<file path="src/rtl/sio_cfg_pkg.sv">
package sio_cfg_pkg;

  typedef enum logic [1:0] {
    LK_LOCKED = 2'd0,
    LK_HALF   = 2'd1,
    LK_OPEN   = 2'd2
  } lock_state_t;

  // Host access after address decode.
  typedef struct packed {
    logic hit;
    logic wr;
    logic rd;
    logic is_data;
  } port_op_t;

  localparam logic [7:0]  KEY_ENTER    = 8'h87;
  localparam logic [7:0]  KEY_EXIT     = 8'hAA;
  localparam logic [7:0]  IDX_LDN      = 8'h07;
  localparam logic [7:0]  IDX_DEVID_HI = 8'h20;
  localparam logic [7:0]  IDX_DEVID_LO = 8'h21;
  localparam logic [7:0]  IDX_REV      = 8'h22;
  localparam logic [7:0]  IDX_MFG_HI   = 8'h23;
  localparam logic [7:0]  IDX_MFG_LO   = 8'h24;
  localparam logic [15:0] MFG_CODE     = 16'h1934;
  localparam logic [7:0]  RD_IDLE      = 8'hFF;

endpackage

</file>
<file path="src/rtl/sio_port_decode.sv">
module sio_port_decode
  import sio_cfg_pkg::*;
#(
  parameter int                ADDR_W   = 16,
  parameter logic [ADDR_W-1:0] BASE_PRI = 'h2E,
  parameter logic [ADDR_W-1:0] BASE_ALT = 'h4E
) (
  input  logic              strap_alt,
  input  logic [ADDR_W-1:0] host_addr,
  input  logic              host_wr,
  input  logic              host_rd,
  output port_op_t          op
);
  localparam int TAG_W = ADDR_W - 1;

  logic [TAG_W-1:0] base_tag;
  logic             match;

  always_comb begin
    base_tag = strap_alt ? BASE_ALT[ADDR_W-1:1] : BASE_PRI[ADDR_W-1:1];
    match    = (host_addr[ADDR_W-1:1] == base_tag);
    op.hit     = match;
    op.wr      = match & host_wr;
    op.rd      = match & host_rd & ~host_wr;
    op.is_data = host_addr[0];
  end
endmodule

</file>
<file path="src/rtl/sio_key_fsm.sv">
module sio_key_fsm
  import sio_cfg_pkg::*;
(
  input  logic       clk,
  input  logic       rst_n,
  input  logic       idx_wr,
  input  logic [7:0] wdata,
  output logic       cfg_open,
  output logic       index_load
);
  lock_state_t state_q, state_d;

  always_comb begin
    state_d = state_q;
    if (idx_wr) begin
      unique case (state_q)
        LK_LOCKED: if (wdata == KEY_ENTER) state_d = LK_HALF;
        LK_HALF:   state_d = (wdata == KEY_ENTER) ? LK_OPEN : LK_LOCKED;
        LK_OPEN:   if (wdata == KEY_EXIT) state_d = LK_LOCKED;
        default:   state_d = LK_LOCKED;
      endcase
    end
  end

  always_ff @(posedge clk or negedge rst_n) begin
    if (!rst_n) state_q <= LK_LOCKED;
    else        state_q <= state_d;
  end

  always_comb begin
    cfg_open   = (state_q == LK_OPEN);
    index_load = idx_wr & cfg_open & (wdata != KEY_EXIT);
  end
endmodule

</file>
<file path="src/rtl/sio_local_regs.sv">
module sio_local_regs
  import sio_cfg_pkg::*;
#(
  parameter logic [15:0] DEV_ID  = 16'hB7C2,
  parameter logic [7:0]  DEV_REV = 8'h05
) (
  input  logic       clk,
  input  logic       rst_n,
  input  logic [7:0] index,
  input  logic       wr_en,
  input  logic [7:0] wdata,
  output logic [7:0] ldn,
  output logic [7:0] rdata
);
  logic ldn_we;

  assign ldn_we = wr_en & (index == IDX_LDN);

  always_ff @(posedge clk or negedge rst_n) begin
    if (!rst_n)      ldn <= '0;
    else if (ldn_we) ldn <= wdata;
  end

  always_comb begin
    unique case (index)
      IDX_LDN:      rdata = ldn;
      IDX_DEVID_HI: rdata = DEV_ID[15:8];
      IDX_DEVID_LO: rdata = DEV_ID[7:0];
      IDX_REV:      rdata = DEV_REV;
      IDX_MFG_HI:   rdata = MFG_CODE[15:8];
      IDX_MFG_LO:   rdata = MFG_CODE[7:0];
      default:      rdata = 8'h00;
    endcase
  end
endmodule

</file>
<file path="src/rtl/sio_cfg_port.sv">
module sio_cfg_port
  import sio_cfg_pkg::*;
#(
  parameter int                ADDR_W    = 16,
  parameter logic [ADDR_W-1:0] BASE_PRI  = 'h2E,
  parameter logic [ADDR_W-1:0] BASE_ALT  = 'h4E,
  parameter logic [15:0]       DEV_ID    = 16'hB7C2,
  parameter logic [7:0]        DEV_REV   = 8'h05,
  parameter logic [7:0]        FWD_START = 8'h30
) (
  input  logic              clk,
  input  logic              rst_n,
  input  logic              strap_alt,
  input  logic [ADDR_W-1:0] host_addr,
  input  logic              host_wr,
  input  logic              host_rd,
  input  logic [7:0]        host_wdata,
  output logic [7:0]        host_rdata,
  output logic              dev_wr,
  output logic              dev_rd,
  output logic [7:0]        dev_ldn,
  output logic [7:0]        dev_idx,
  output logic [7:0]        dev_wdata,
  input  logic [7:0]        dev_rdata
);
  port_op_t   op;
  logic       cfg_open;
  logic       index_load;
  logic [7:0] idx_q;
  logic [7:0] ldn;
  logic [7:0] local_rdata;
  logic       fwd_win;
  logic       local_wr;
  logic       rd_cycle;
  logic [7:0] rdata_d;

  sio_port_decode #(
    .ADDR_W  (ADDR_W),
    .BASE_PRI(BASE_PRI),
    .BASE_ALT(BASE_ALT)
  ) decode_i (
    .strap_alt(strap_alt),
    .host_addr(host_addr),
    .host_wr  (host_wr),
    .host_rd  (host_rd),
    .op       (op)
  );

  sio_key_fsm key_i (
    .clk       (clk),
    .rst_n     (rst_n),
    .idx_wr    (op.wr & ~op.is_data),
    .wdata     (host_wdata),
    .cfg_open  (cfg_open),
    .index_load(index_load)
  );

  always_ff @(posedge clk or negedge rst_n) begin
    if (!rst_n)          idx_q <= '0;
    else if (index_load) idx_q <= host_wdata;
  end

  always_comb begin
    fwd_win  = cfg_open & op.is_data & (idx_q >= FWD_START);
    local_wr = op.wr & op.is_data & cfg_open & (idx_q < FWD_START);
  end

  sio_local_regs #(
    .DEV_ID (DEV_ID),
    .DEV_REV(DEV_REV)
  ) regs_i (
    .clk  (clk),
    .rst_n(rst_n),
    .index(idx_q),
    .wr_en(local_wr),
    .wdata(host_wdata),
    .ldn  (ldn),
    .rdata(local_rdata)
  );

  always_comb begin
    dev_wr    = op.wr & fwd_win;
    dev_rd    = op.rd & fwd_win;
    dev_ldn   = ldn;
    dev_idx   = idx_q;
    dev_wdata = host_wdata;
  end

  always_comb begin
    rd_cycle = host_rd & ~host_wr;
    if (!(op.hit && cfg_open)) rdata_d = RD_IDLE;
    else if (!op.is_data)      rdata_d = idx_q;
    else if (fwd_win)          rdata_d = dev_rdata;
    else                       rdata_d = local_rdata;
  end

  always_ff @(posedge clk or negedge rst_n) begin
    if (!rst_n)        host_rdata <= RD_IDLE;
    else if (rd_cycle) host_rdata <= rdata_d;
  end
endmodule

</file>
<file path="config.mk">
export PLATFORM = sky130hd
export DESIGN_NAME = sio_cfg_port
export DESIGN_NICKNAME = d
export VERILOG_FILES = /design/src/rtl/sio_cfg_pkg.sv /design/src/rtl/sio_port_decode.sv /design/src/rtl/sio_key_fsm.sv /design/src/rtl/sio_local_regs.sv /design/src/rtl/sio_cfg_port.sv
export SDC_FILE = /design/constraint.sdc
export NUM_CORES = 1
export LEC_CHECK = 0
export BUFFER_PORTS_ARGS = -buffer_cell sky130_fd_sc_hd__buf_2
export CAP_MARGIN = 25
export CORE_ASPECT_RATIO = 0.9
export CORE_MARGIN = 1
export CORE_UTILIZATION = 43
export DETAILED_ROUTE_END_ITERATION = 10
export PLACE_DENSITY_LB_ADDON = 0.05
export SYNTH_ARGS = -nofsm -noshare
export SYNTH_HDL_FRONTEND = slang
export SYNTH_HIERARCHICAL = 1
export SYNTH_SLANG_ARGS = --single-unit
</file>
<file path="constraint.sdc">
create_clock -name clk -period 1.8 [get_ports clk]
set_input_delay 0.36 -clock clk [delete_from_list [all_inputs] [get_ports clk]]
set_output_delay 0.36 -clock clk [all_outputs]
set_load 0.02 [all_outputs]
</file>
Yosys cells after proc, flatten, opt, wreduce, memory -nomap -nowiden --
Index checks and enable logic that the tools add are counted.
Cells by class: order comparisons 2, equality and inequality tests 14, muxes and demuxes 9, bitwise gates (word level) 17, reductions and logical operators 3
Operators by type and width (number):
- one-hot mux 8 bit (6 select lines) | 1
- equality test 8 x 6 -> 1 bit (second input constant) | 5
- 2-to-1 mux 8 bit | 3
- equality test 8 bit (second input constant) | 2
- bitwise AND 1 bit | 15
- equality test 15 bit | 1
- equality test 8 x 3 -> 1 bit (second input constant) | 1
- greater-or-equal comparator 8 x 6 -> 1 bit (second input constant) | 1
- < comparator 8 x 6 -> 1 bit (second input constant) | 1
- inequality test 8 bit (second input constant) | 1
- 2-to-1 mux 2 bit | 3
- 2-to-1 mux 6 bit | 1
- one-hot mux 2 bit (3 select lines) | 1
- inequality test 2 x 1 -> 1 bit (second input constant) | 2
- AND reduction 3 bit | 1
- equality test 2 x 1 -> 1 bit (second input constant) | 1
- equality test 2 bit (second input constant) | 1
- logical NOT 2 bit | 1
- inverter 1 bit | 2
- logical AND 1 bit | 1
Word-level totals: bits in registers 26, input port bits 37, output and inout bits 34, logic and storage cells 49

Longest topological paths before layout --
Gate-level depths: netlist of run 1.
word-level depth 7, depth in mapped cells 8, mapped depth without buffers 7

Hierarchy --
Netlist of run 1, hierarchy kept.
Modules (own cells, without submodules):
- sio_cfg_port | times used 1, cells each 107, area each 949.7 µm², seq. area each 410.4 µm²
- sio_local_regs | times used 1, cells each 48, area each 479.2 µm², seq. area each 200.2 µm²
- sio_key_fsm | times used 1, cells each 13, area each 145.1 µm², seq. area each 50.0 µm²
- sio_port_decode | times used 1, cells each 15, area each 121.4 µm², seq. area each 0.0 µm²

Worst setup path after synthesis of run 1 --
Ideal clock, no wire load.
path type register to register, start reg idx_q[4], in the netlist dev_idx[4], end reg host_rdata[0], library setup time 0.060 ns, data arrival time 1.814 ns, data required time 1.740 ns, setup slack -0.074 ns, stages on the path, launching flop included 7, path buffers 1, clock period less this slack 1.874 ns, cells stage by stage dfrtp_1 > or4_1 > buf_2 > a2111oi_2 > nand2_1 > a21oi_1 > o22a_1
Between the ends: word-level cells in the longest chain between the ends 5, elaborated cells between the ends (all ways) 12, classes of those cells order compare: 1; eq/ne: 6; mux: 4; bitwise: 1
RTL lines:
- start: declaration | line sio_cfg_port.sv:29 | logic [7:0] idx_q;
- start signal: assignment | line sio_cfg_port.sv:60 | else if (index_load) idx_q <= host_wdata;
- equality test 8 x 6 -> 1 bit / equality test 8 x 3 -> 1 bit (equally long branches) | line sio_local_regs.sv:25 | unique case (index)
- one-hot mux 8 bit (6 select lines) (*) | line sio_local_regs.sv:25
- net local_rdata[0] | line sio_cfg_port.sv:31 | logic [7:0] local_rdata;
- 2-to-1 mux 8 bit (*) | line sio_cfg_port.sv:93 | else if (fwd_win) rdata_d = dev_rdata;
- 2-to-1 mux 8 bit (*) | line sio_cfg_port.sv:92 | else if (!op.is_data) rdata_d = idx_q;
- 2-to-1 mux 8 bit (*) | line sio_cfg_port.sv:91 | if (!(op.hit && cfg_open)) rdata_d = RD_IDLE;
- end signal: assignment | line sio_cfg_port.sv:99 | else if (rd_cycle) host_rdata <= rdata_d;
- end: declaration | line sio_cfg_port.sv:18 | output logic [7:0] host_rdata,
Mark *: on every way through the listed nets, which the timed path passes. The rest lies on a longest branch. A chain may end at the register's enable or synchronous reset.

Worst setup path after layout of run 1 --
start reg idx_q[7], in the netlist dev_idx[7], end out dev_rd
Between the ends: word-level cells in the longest chain between the ends 3
RTL lines:
- greater-or-equal comparator 8 x 6 -> 1 bit | line sio_cfg_port.sv:64 | fwd_win = cfg_open & op.is_data & (idx_q >= FWD_START);
- bitwise AND 1 bit | line sio_cfg_port.sv:64
- bitwise AND 1 bit | line sio_cfg_port.sv:83 | dev_rd = op.rd & fwd_win;
- end: declaration | line sio_cfg_port.sv:20 | output logic dev_rd,
No other way between the ends.

==> out/results.txt, run 1 <==
IR analysis of the VDD net gives a maximum drop of 0.000228 V. The area growth from synthesis to final layout was 31.4%; the core footprint was 3760 um^2. The root buffer cell was clkbuf_8.

The areal power density over the cells was 462 nW/um^2. Number of nets in the finished design: 287. Entering global routing, the biggest net connects 27 pins. Tracing the worst setup path back leads to its startpoint at dev_idx[7].

The number of H-tree branching levels is 1, and the number of antenna violations at the first check in global routing is 0. The number of cells on the worst reg-to-reg path is 6. The number of nets in the synthesized netlist is 220. Setup violations remaining at the end of the flow were counted as 2. The tools report the row count as 21.

The tightest min-delay check is of the in -> async type. Derived from the worst setup path, the maximum achievable clock frequency is 528 MHz. The flip-flop and latch count after synthesis is 26.

The storage element area is 663 um^2, and the peak per-stage delay on the critical path is 0.42 ns. In the post-synthesis netlist, the biggest area contributors are dfrtp_1, dfstp_2, mux2_2. The endpoint identified for the worst register-to-register timing path is host_rdata[0]. STA puts the critical path data arrival time at 1.53 ns. The boundary pin count was 71.

Worst-path maximum fanout: 2. The logs give 0 for the number of max-slew violations in the final report and 0.00326 ns for the worst setup skew after layout. The clock net in this run drives a total of 26 sinks. After clock tree synthesis, the clock-pin slew on the worst setup and hold paths is 0.09 ns. The hold violation total from the final report is 0. The width of the die works out to 68.2 um.

The run gives 3580 um as the HPWL reported at the end of detailed placement. The worst-case setup slack after placement is -0.266 ns, and the count of antenna diodes in the layout is 0. In the final layout, the multi-input gates occupy 946 um^2. The overall global routing resource usage is 0.225, and the residual antenna-violating net count after detailed routing is 0. The clock passes through at most 2 buffers. The DRC violation count after routing came out at 0.

The global placer's final weighted congestion is 0.790. The largest individual stage delay along the critical path comes from the cell dfrtp_2. Setup total negative slack on the finished layout was measured at -0.185 ns. Counting both buffers and inverters, the worst setup path holds a total of 2. The first-pass detailed-route iteration total is 4, and the die area is 4200 um^2. During synthesis, Yosys emitted a total of 6 warnings. Buffers inserted during clock tree synthesis total 3. The clock latency on the worst-skew pair came out at 0.26 ns.

The run gives 1,665 as the routed via count. For the pin with the worst max-slew slack, the measured transition is 0.649 ns. The relative slew slack was 0.566.

The final reports fail on setup timing. The end-of-flow core utilization was 0.593; the final critical delay including setup and external delays was 1.89 ns. Setup repair after global routing could not meet its margin everywhere.

The remaining global-route overflow came out at 0. In this run the critical register-to-register path is launched from dev_idx[4]. The synthesized design contains 0 enable-type register cells. The fraction of registers with async set/reset was 1.00.

Top flip-flop cell by instance count after synthesis: dfrtp_1. The largest total area in the synthesized netlist belongs to dfrtp_1. On the final layout, the worst hold slack is 0.0908 ns. Sorting the synthesized cells by how often they occur yields nand2_1, dfrtp_1, a21oi_1.

The share of layout cells above drive strength 1 was 0.502. Die height: 61.6 um. Most repeated cell in the gate-level netlist after synthesis: nand2_1. Grouping stages by cell kind, the critical path spends the most delay in flip-flops. Element type at the critical path start: a register.

The slack of the critical path came out at -0.0933 ns. The data required time of the critical path was 1.44 ns; the distinct cell type count after synthesis was 39. The slack of the worst reg-to-reg path was 0.06 ns; the number of cells produced by synthesis was 183. After routing the design area is 2230 um^2. The post-synth design cell area was 1700 um^2. The final layout contains routed wiring with a total length of 4590 um. The number of fill cells in the layout is 364.

The most frequent cell on the critical path is buf_6. The path type of the worst setup path is reg -> out. The average cell area after synthesis is 9.26 um^2. Detail-routed net length per standard cell: 15.6 um.

TritonCTS built the clock tree. Max-cap violations in this run came to 0. The final period utilization is 1.05, and the via count of the first global-routing pass is 1,538. The number of buffer cells added on primary ports was 70; the static leakage was 0.00101 uW. The first global-routing pass estimated 6930 um of wire.

The run gives 0.451 as the starting utilization of the core area. In the routed layout, each cell is associated on average with a via count of 5.64. STA classifies the critical path endpoint as a primary output. The share of Yosys cell area claimed by the top area cell type works out to 0.266.

The share of the yosys chip area belonging to registers is 0.390. The signal on the critical path passes through buf_6, a211o_4, and3_4, and2_4, buf_6. Once placement finished, the instance area stood at 2070 um^2. First-iteration detailed-routing DRC count: 48. The flow ran to the end, but the final reports show violations.
[worst max-delay path by stage]
| stage | depth (start not counted) | endpoint |
|---|---|---|
| finish | 5 | dev_rd |
| global route | 5 | dev_rd |
| CTS | 5 | dev_wr |
| detailed placement | 8 | regs_i/ldn[7] |
| global placement | 8 | regs_i/ldn[7] |
| floorplan | 7 | dev_idx[4] |
[layout by cell type (no fill, tap or decap), types with 3 or more instances in the layout]
master and instances:
buf_6 4, nor2b_1 4, dfrtp_1 16, buf_4 11, a21oi_1 14, o22a_1 8
buf_2 68, clkbuf_8 3, inv_1 13, and4bb_1 3, o21ai_0 8, dfstp_2 8
o221ai_1 8, nor2_1 5, nand3_1 11, mux2_2 8, nand2_1 21
[layer usage]
layer | GRT usage | share of wire
met2 | 0.398 | 0.51
met4 | 0.0625 | 0.0067
met5 | 0 | 0
met1 | 0.286 | 0.44
met3 | 0.0315 | 0.047
[registers in the layout (all words and copies together), names as in the netlist]
register	count
host_rdata	8
key_i/state_q	2
dev_idx	8
regs_i/ldn	8
[power by group]
group	internal [uW]	switching, uW	leakage [uW]	total, uW
sequential	585	0.000246	0.000293	585
combinational	43.4	66.1	0.000694	110
clock	158	177	0.0000228	335
total	786	243	0.00101	1030
[kinds of logic (layout without fill, tap and decap cells)]
family / after synthesis / in the layout / synth area share
and+or+nand+nor: 68 / 68 / 0.241
DFF: 26 / 26 / 0.390
muxes: 9 / 9 / 0.0598
buffers and inverters: 34 / 100 / 0.108
AOI/OAI and AO/OA: 46 / 46 / 0.201
[layout make-up]
type | instances | share of cell area
clock buffers | 4 | 0.0202
inverters | 13 | 0.0219
multi-input cells | 123 | 0.424
flip-flops and latches | 26 | 0.298
well taps | 46 | 0.0258
repair buffers | 83 | 0.210
[metrics by stage]
stage / std cells / total power (uW)
2_1_floorplan: 183 / 644
3_3_place_gp: 289 / 701
3_5_place_dp: 289 / 704
4_1_cts: 295 / 1040
5_1_grt: 295 / 1080
6_report: 295 / 1030
[worst reg2reg max path, stage by stage, from the launching register on]
cell       delay (ns)
dfrtp_2          0.45
or4_1            0.53
buf_6            0.16
a2111oi_4        0.19
nand2_1          0.10
a21oi_1          0.13
o22a_1           0.14
[timing repair]
action | in CTS | in global routing
endpoints found under the setup margin | 2 | 27
endpoints found under the hold margin | 0 | 0
buffers inserted | 2 | 0
resized for setup | 10 | 14
hold buffers | 0 | 0
pin swaps | 1 | 2
No activity file was read; power rests on OpenSTA's default activity.
==> inputs of run 2 (changes only) <==
Settings changed: CORE_UTILIZATION 43 to 45, CTS_BUF_LIST set to sky130_fd_sc_hd__clkbuf_4 sky130_fd_sc_hd__clkbuf_8.
==> run 2 against run 1 <==
Net effect: sequential share of layout area shrank 0.25 points; routed wire length is 2.7% lower; clock-buffer cell count shrank 1; setup slack worse by 0.0049 ns; the flow still finishes with violations (setup timing); via count about the same; critical endpoint is now dev_wr; clock power is 46% higher; cell count rose by 1.0%; critical path depth did not move.
==> out/results.txt, run 2 (synthesis gave the netlist of run 1 again) <==
Setup repair after global routing could not meet its margin everywhere. The number of hold buffers added after cts was 0. The via count of the first global-routing pass is 1,589.

At the worst endpoint, the arrival time is 1.54 ns. The number of buffer cells added on primary ports works out to 70. At the end of routability-driven placement, the weighted congestion stood at 0.833.

The critical path goes through buf_6, a211o_4, and3_4, and2_4, buf_6. The later pin in the worst-skew pair is clocked with a latency of 0.28 ns. The routed via count is 1,664, and the share of layout cells above drive strength 1 is 0.500.

After detailed routing, the number of vias per cell comes to 5.58. The overall global routing resource usage came out at 0.243. The relative slew slack came out at 0.584. The min-delay analysis places its worst path in the category in -> async. The die height came out at 60.2 um. The library cells used most frequently in the layout, excluding fill and tap cells, are buf_2, nand2_1, buf_4, dfrtp_1, a21oi_1. The clock passes through at most 2 buffers. The run gives -0.266 ns as the total negative slack for setup checks. The floorplan has 20 rows. The largest delay contributor family on the critical path is flip-flops. The most frequent cell on the critical path was buf_6.

On the final layout, the worst clock skew is 0.0118 ns. The run gives 1 as the number of H-tree branching levels. The final count of negative-setup-slack endpoints is 3, and the starting utilization of the core area is 0.487. After filler insertion, the fill cell instance count of the layout stands at 318.

The root buffer cell is clkbuf_8. From synthesis to final layout, the design area changed by 32.5%. On the final layout, the worst hold slack is 0.0728 ns. First-pass GRT wire length: 7230 um. For this run, design rule violations remaining after detail routing come to 0. In the final routed layout, each cell accounts on average for 15.0 um.

The total wire length after detailed routing was 4470 um. Leaving out fill and tap cells, the most frequent cell in the layout is buf_2. At the worst endpoint, the required time is 1.44 ns.

For the number of nets in the finished design, the log shows 292. The final critical delay including setup and external delays was 1.90 ns; the first-iteration detailed-routing DRC count was 106. Worst-path maximum fanout: 2. For this run, the detailed router's first-pass iteration total came to 4.

The clock drives 26 sinks. The checks that failed: setup timing. From left edge to right edge, the die measures 66.7 um.

Number of antenna violations at the first check in global routing: 0. The hold violation total from the final report came out at 0. The logs give 0 for the residual antenna-violating net count after detailed routing and 3440 um for the HPWL reported at the end of detailed placement. The element type at the critical path start was a register.

TritonCTS built the clock tree. The total buffers and inverters traversed by the critical path works out to 2. In this run the number of cells on the critical path is 5. The worst setup path is of the reg -> out kind. For this design the top-level I/O count stands at 71. The max-capacitance violation count is 0. For this run the aggregate overflow at the end of global routing stands at 0. The repair_antennas step left the layout with diodes totalling 0. The run gives 0.00103 uW as the static leakage.

Based on the critical path, the design can be clocked at up to 527 MHz. Final period utilization: 1.05. The areal power density over the cells is 525 nW/um^2. At the pin with the least slew margin, the transition time is 0.623 ns. The worst-case IR drop observed on VDD is 0.000326 V. The number of CTS-inserted buffers came out at 3. The endpoint type of the worst setup path was a primary output. The run finished, with violations left.

Worst reg2reg path depth: 5. The logs give 27 for the pin count of the biggest net entering global routing and -0.0982 ns for the slack of the critical path. In this run the standard cell core region covers 3480 um^2. The peak per-stage delay on the critical path is 0.42 ns. The die covers 4020 um^2. The number of max-slew violations in the final report was 0.

The cell with the biggest individual delay on the critical path was dfrtp_2. After clock tree synthesis, the clock-pin slew on the worst setup and hold paths is 0.10 ns.
run 2: layer usage:
| metal | vias to the layer above | track usage | part of all wire |
|---|---|---|---|
| li1 | 799 | - | - |
| met1 | 811 | 0.313 | 0.43 |
| met2 | 52 | 0.413 | 0.51 |
| met3 | 2 | 0.0439 | 0.052 |
| met4 | 0 | 0.0729 | 0.0043 |
| met5 | - | 0 | 0 |
run 2: final timing paths:
check / startpoint / end / slack [ns]
worst max-delay path: dev_idx[7] / dev_wr / -0.1
worst min-delay path: rst_n / dev_idx[1] / 0.07
worst max register to register: dev_idx[4] / host_rdata[0] / -0.07
worst min register to register: regs_i/ldn[3] / regs_i/ldn[3] / 0.55
max in group asynchronous: rst_n / dev_idx[4] / 1.31
min in group clk: host_wdata[4] / dev_idx[4] / 0.32
run 2: final cells by class:
| cell class | count | area (um^2) | share of cell area |
|---|---|---|---|
| Sequential cell | 26 | 663 | 0.295 |
| Inverter | 13 | 48.8 | 0.0217 |
| Tap cell | 44 | 55.1 | 0.0245 |
| Clock buffer | 3 | 41.3 | 0.0184 |
| Clock inverter | 1 | 30.0 | 0.0134 |
| Multi-Input combinational cell | 123 | 907 | 0.404 |
| Timing Repair Buffer | 88 | 502 | 0.223 |
run 2: stage by stage:
step	std cells	power [uW]	instance area, um^2	setup WS [ns]	util
detailed placement	291	703	2090	-0.265	0.602
CTS	297	1190	2220	-0.145	0.638
finish	298	1180	2250	-0.0982	0.646
global route	298	1230	2250	-0.141	0.646
global placement	291	701	2090	-0.222	0.602
floorplan	183	644	1720	0.0311	-
run 2: worst register-to-register path, cell delays in order, from the launching register on:
cell       delay, ns
dfrtp_2         0.44
or4_1           0.69
a2111oi_4       0.27
nand2_1         0.10
a21oi_1         0.16
o22a_1          0.15
run 2: power breakdown:
| group | switching (uW) | leakage [uW] | internal [uW] |
|---|---|---|---|
| clock network | 190 | 0.0000357 | 298 |
| logic | 64.1 | 0.000699 | 44.3 |
| registers | 0.000246 | 0.000293 | 585 |
| total | 254 | 0.00103 | 927 |
run 2: what timing repair did:
item | CTS | global route
resized for setup | 10 | 6
setup buffers | 2 | 1
setup endpoints to repair | 3 | 25
pin swaps | 1 | 2
==> inputs of run 3 (changes only) <==
--- a/config.mk
+++ b/config.mk
@@ -18,2 +18,3 @@
 export SYNTH_HIERARCHICAL = 1
 export SYNTH_SLANG_ARGS = --single-unit
+export TNS_END_PERCENT = 50
==> constraint.sdc (replaced) <==
create_clock -name clk -period 1.8 [get_ports clk]
set_input_delay 0 -clock clk [delete_from_list [all_inputs] [get_ports clk]]
set_output_delay 0 -clock clk [all_outputs]
set_load 0.02 [all_outputs]
==> run 3 against run 2 <==
Net effect: the run ends with hold timing left; combinational power is 8% higher; total power is 2.3% higher; non-clock buffer count up 3; via count is 0.12% higher; register-to-register slack better by 0.14 ns; critical path depth rose by 1; sequential power about the same; cell area increased by 0.78%; maximum frequency rose by 6.3%; setup slack improved by 0.11 ns; clock skew is 0.0098 ns lower.
==> out/results.txt, run 3 (synthesis gave the netlist of run 1 again) <==
The run finished, with violations left. The checks that failed: hold timing. The floorplan has 20 rows.

Summed over all layers, the global routing overflow is 0. The hold violation total from the final report was 1. Signal routing reaches up to met4. The share of layout cells above drive strength 1 is 0.451, and the HPWL reported at the end of detailed placement is 3390 um. The starting utilization of the core area was 0.487. On the critical path the largest part of the delay comes from flip-flops. The logs give 4 for the first-pass detailed-route iteration total and 0 for the number of antenna violations at the first check in global routing. The setup path with the least slack is of type reg -> out. For this design the ratio of total power to cell area is 534 nW/um^2.

For the pin with the worst max-slew slack, the measured transition is 0.598 ns. Clock edge transition at the registers on the reported setup and hold paths: 0.10 ns. End of the worst register-to-register path: regs_i/ldn[7]. The number of antenna diodes in the final layout is 0. The worst register-to-register path has a setup slack of 0.07 ns.

For the worst setup path, the data arrival time is 1.79 ns. Final critical delay including setup and external delays: 1.79 ns. For the data required time of the critical path, the log shows 1.80 ns. The number of nets in the finished design was 295. The maximum clock rate is 560 MHz, and the detailed-route vias per instance is 5.53.

The number of H-tree branching levels is 1. The most critical setup path has its endpoint at dev_rd. Type of the worst min-delay path: in -> reg. The global placer's final weighted congestion came out at 0.836. Final period utilization: 0.992.

The worst register-to-register path has a depth of 5. Traced cell by cell, the critical path runs through buf_6, a211o_1, buf_6, and3_1, and2_1, buf_2. Leaving out fill and tap cells, the most frequent cells in the layout are buf_2, nand2_1, dfrtp_1, a21oi_1, inv_1. The tool flagged a number of max-cap violations equal to 0. The routed design uses 2310 um of met2 wire. The total wire length after detailed routing was 4530 um. In this run the vertical extent of the chip is 60.2 um. Root buffer cell: clkbuf_8. The endpoint type of the worst setup path was a primary output. The total buffers and inverters traversed by the critical path was 3.

The most common library cell in the layout ignoring fill and taps is buf_2. Summed over all nets, wire length on met3 after detailed routing comes to 226 um. The cell that appears most often on the critical path is buf_6. The tools report the number of fill cells in the layout as 317. After detailed routing, the number of remaining DRC violations is 0. The number of placed instances, taps included, is 286. After the flow finishes, the layout carries non-filler instances totaling 301. The element type at the critical path start is a register. The met1 wire length is 1970 um, and the core footprint is 3480 um^2.

Setup violations remaining at the end of the flow were counted as 0. The via count of the first global-routing pass is 1,546. The pin count of the biggest net entering global routing was 27; the first-iteration detailed-routing DRC count was 97. Boundary pin count: 71. The slowest stage of the critical path belongs to the cell dfrtp_2.

The most critical setup path has its startpoint at dev_idx[4]. The relative slew slack is 0.601. The worst setup skew after layout came out at 0.00199 ns. The peak per-stage delay on the critical path was 0.44 ns. The startpoint identified for the worst hold timing path is host_wdata[3]. The residual antenna-violating net count after detailed routing is 0.

Power comes to 1210 uW. Relative to the synthesized area, the layout overhead comes to 33.6%. The number of buffer cells added on primary ports is 70, and the width of the die is 66.7 um.

The run gives 7250 um as the first-pass GRT wire length. The detail-routed net length per standard cell is 15.1 um. The routed via count is 1,666. The overall global routing resource usage came out at 0.243. The die area was 4020 um^2. The smallest hold slack is -0.000551 ns. Along the worst path, the maximum fanout reaches 4. In this run the number of cells on the critical path is 6.

TritonCTS created 3 clock buffers. The clock latency on the worst-skew pair came out at 0.28 ns. For the static leakage, the log shows 0.00104 uW.

The tree built by TritonCTS fans out to 26 sinks. The logs give 0 for the number of max-slew violations in the final report and 2 for the number of buffers between clock root and the deepest sink. TritonCTS built the clock tree. The origin of the critical flop-to-flop path was dev_idx[4]. The maximum vdd ir drop is 0.000282 V, and the end-of-flow core utilization is 0.651.
run 3: final cells by class:
class / count / area [um^2] / area share
well taps: 44 / 55.1 / 0.0243
flip-flops and latches: 26 / 663 / 0.293
inverters: 13 / 48.8 / 0.0215
clock inverters: 1 / 30.0 / 0.0133
clock buffers: 3 / 41.3 / 0.0182
repair buffers: 91 / 552 / 0.244
multi-input cells: 123 / 875 / 0.386
run 3: per-stage QoR:
step                      instance area, um^2  worst slack, ns  hold WS (ns)  TNS (ns)
after floorplan                          1720           0.0586        -0.296         0
after global placement                   2070            0.111        0.0298         0
after detailed placement                 2070           0.0551        0.0511         0
after CTS                                2210           0.0207       0.00522         0
after global routing                     2260         -0.00752        0.0298  -0.00752
final                                    2260           0.0137     -0.000551         0
run 3: metal layers:
| metal | GRT usage | vias up |
|---|---|---|
| met5 | 0 | - |
| met4 | 0.0638 | 0 |
| met3 | 0.0324 | 4 |
| met2 | 0.404 | 58 |
| met1 | 0.331 | 800 |
| li1 | - | 804 |
run 3: worst min path at each step:
| stage | end | slack (ns) | cells past startpoint |
|---|---|---|---|
| final | dev_idx[3] | -0.0006 | 3 |
| after global routing | regs_i/ldn[2] | 0.03 | 2 |
| after CTS | dev_idx[3] | 0.005 | 3 |
| after detailed placement | dev_idx[6] | 0.05 | 1 |
| after global placement | dev_idx[6] | 0.03 | 1 |
| after floorplan | dev_idx[0] | -0.30 | 0 |
run 3: worst min-delay path, cell delays in order:
cell and delay, ns:
buf_2 0.12, nand2_1 0.05, o21ai_0 0.07
run 3: what timing repair did:
action                     4_1_cts  5_1_grt
hold buffers                     7        0
resized for setup                1        6
hold endpoints to repair        27        0
buffers inserted                 0        4
gates cloned                     0        0
pin swaps                        0        1
setup endpoints to repair        2       17
run 3: where the power goes:
group	internal [uW]	switching, uW	leakage, uW
clock network	298	209	0.0000357
registers	585	0.000270	0.000293
logic	52.7	63.8	0.000712
total	936	273	0.00104
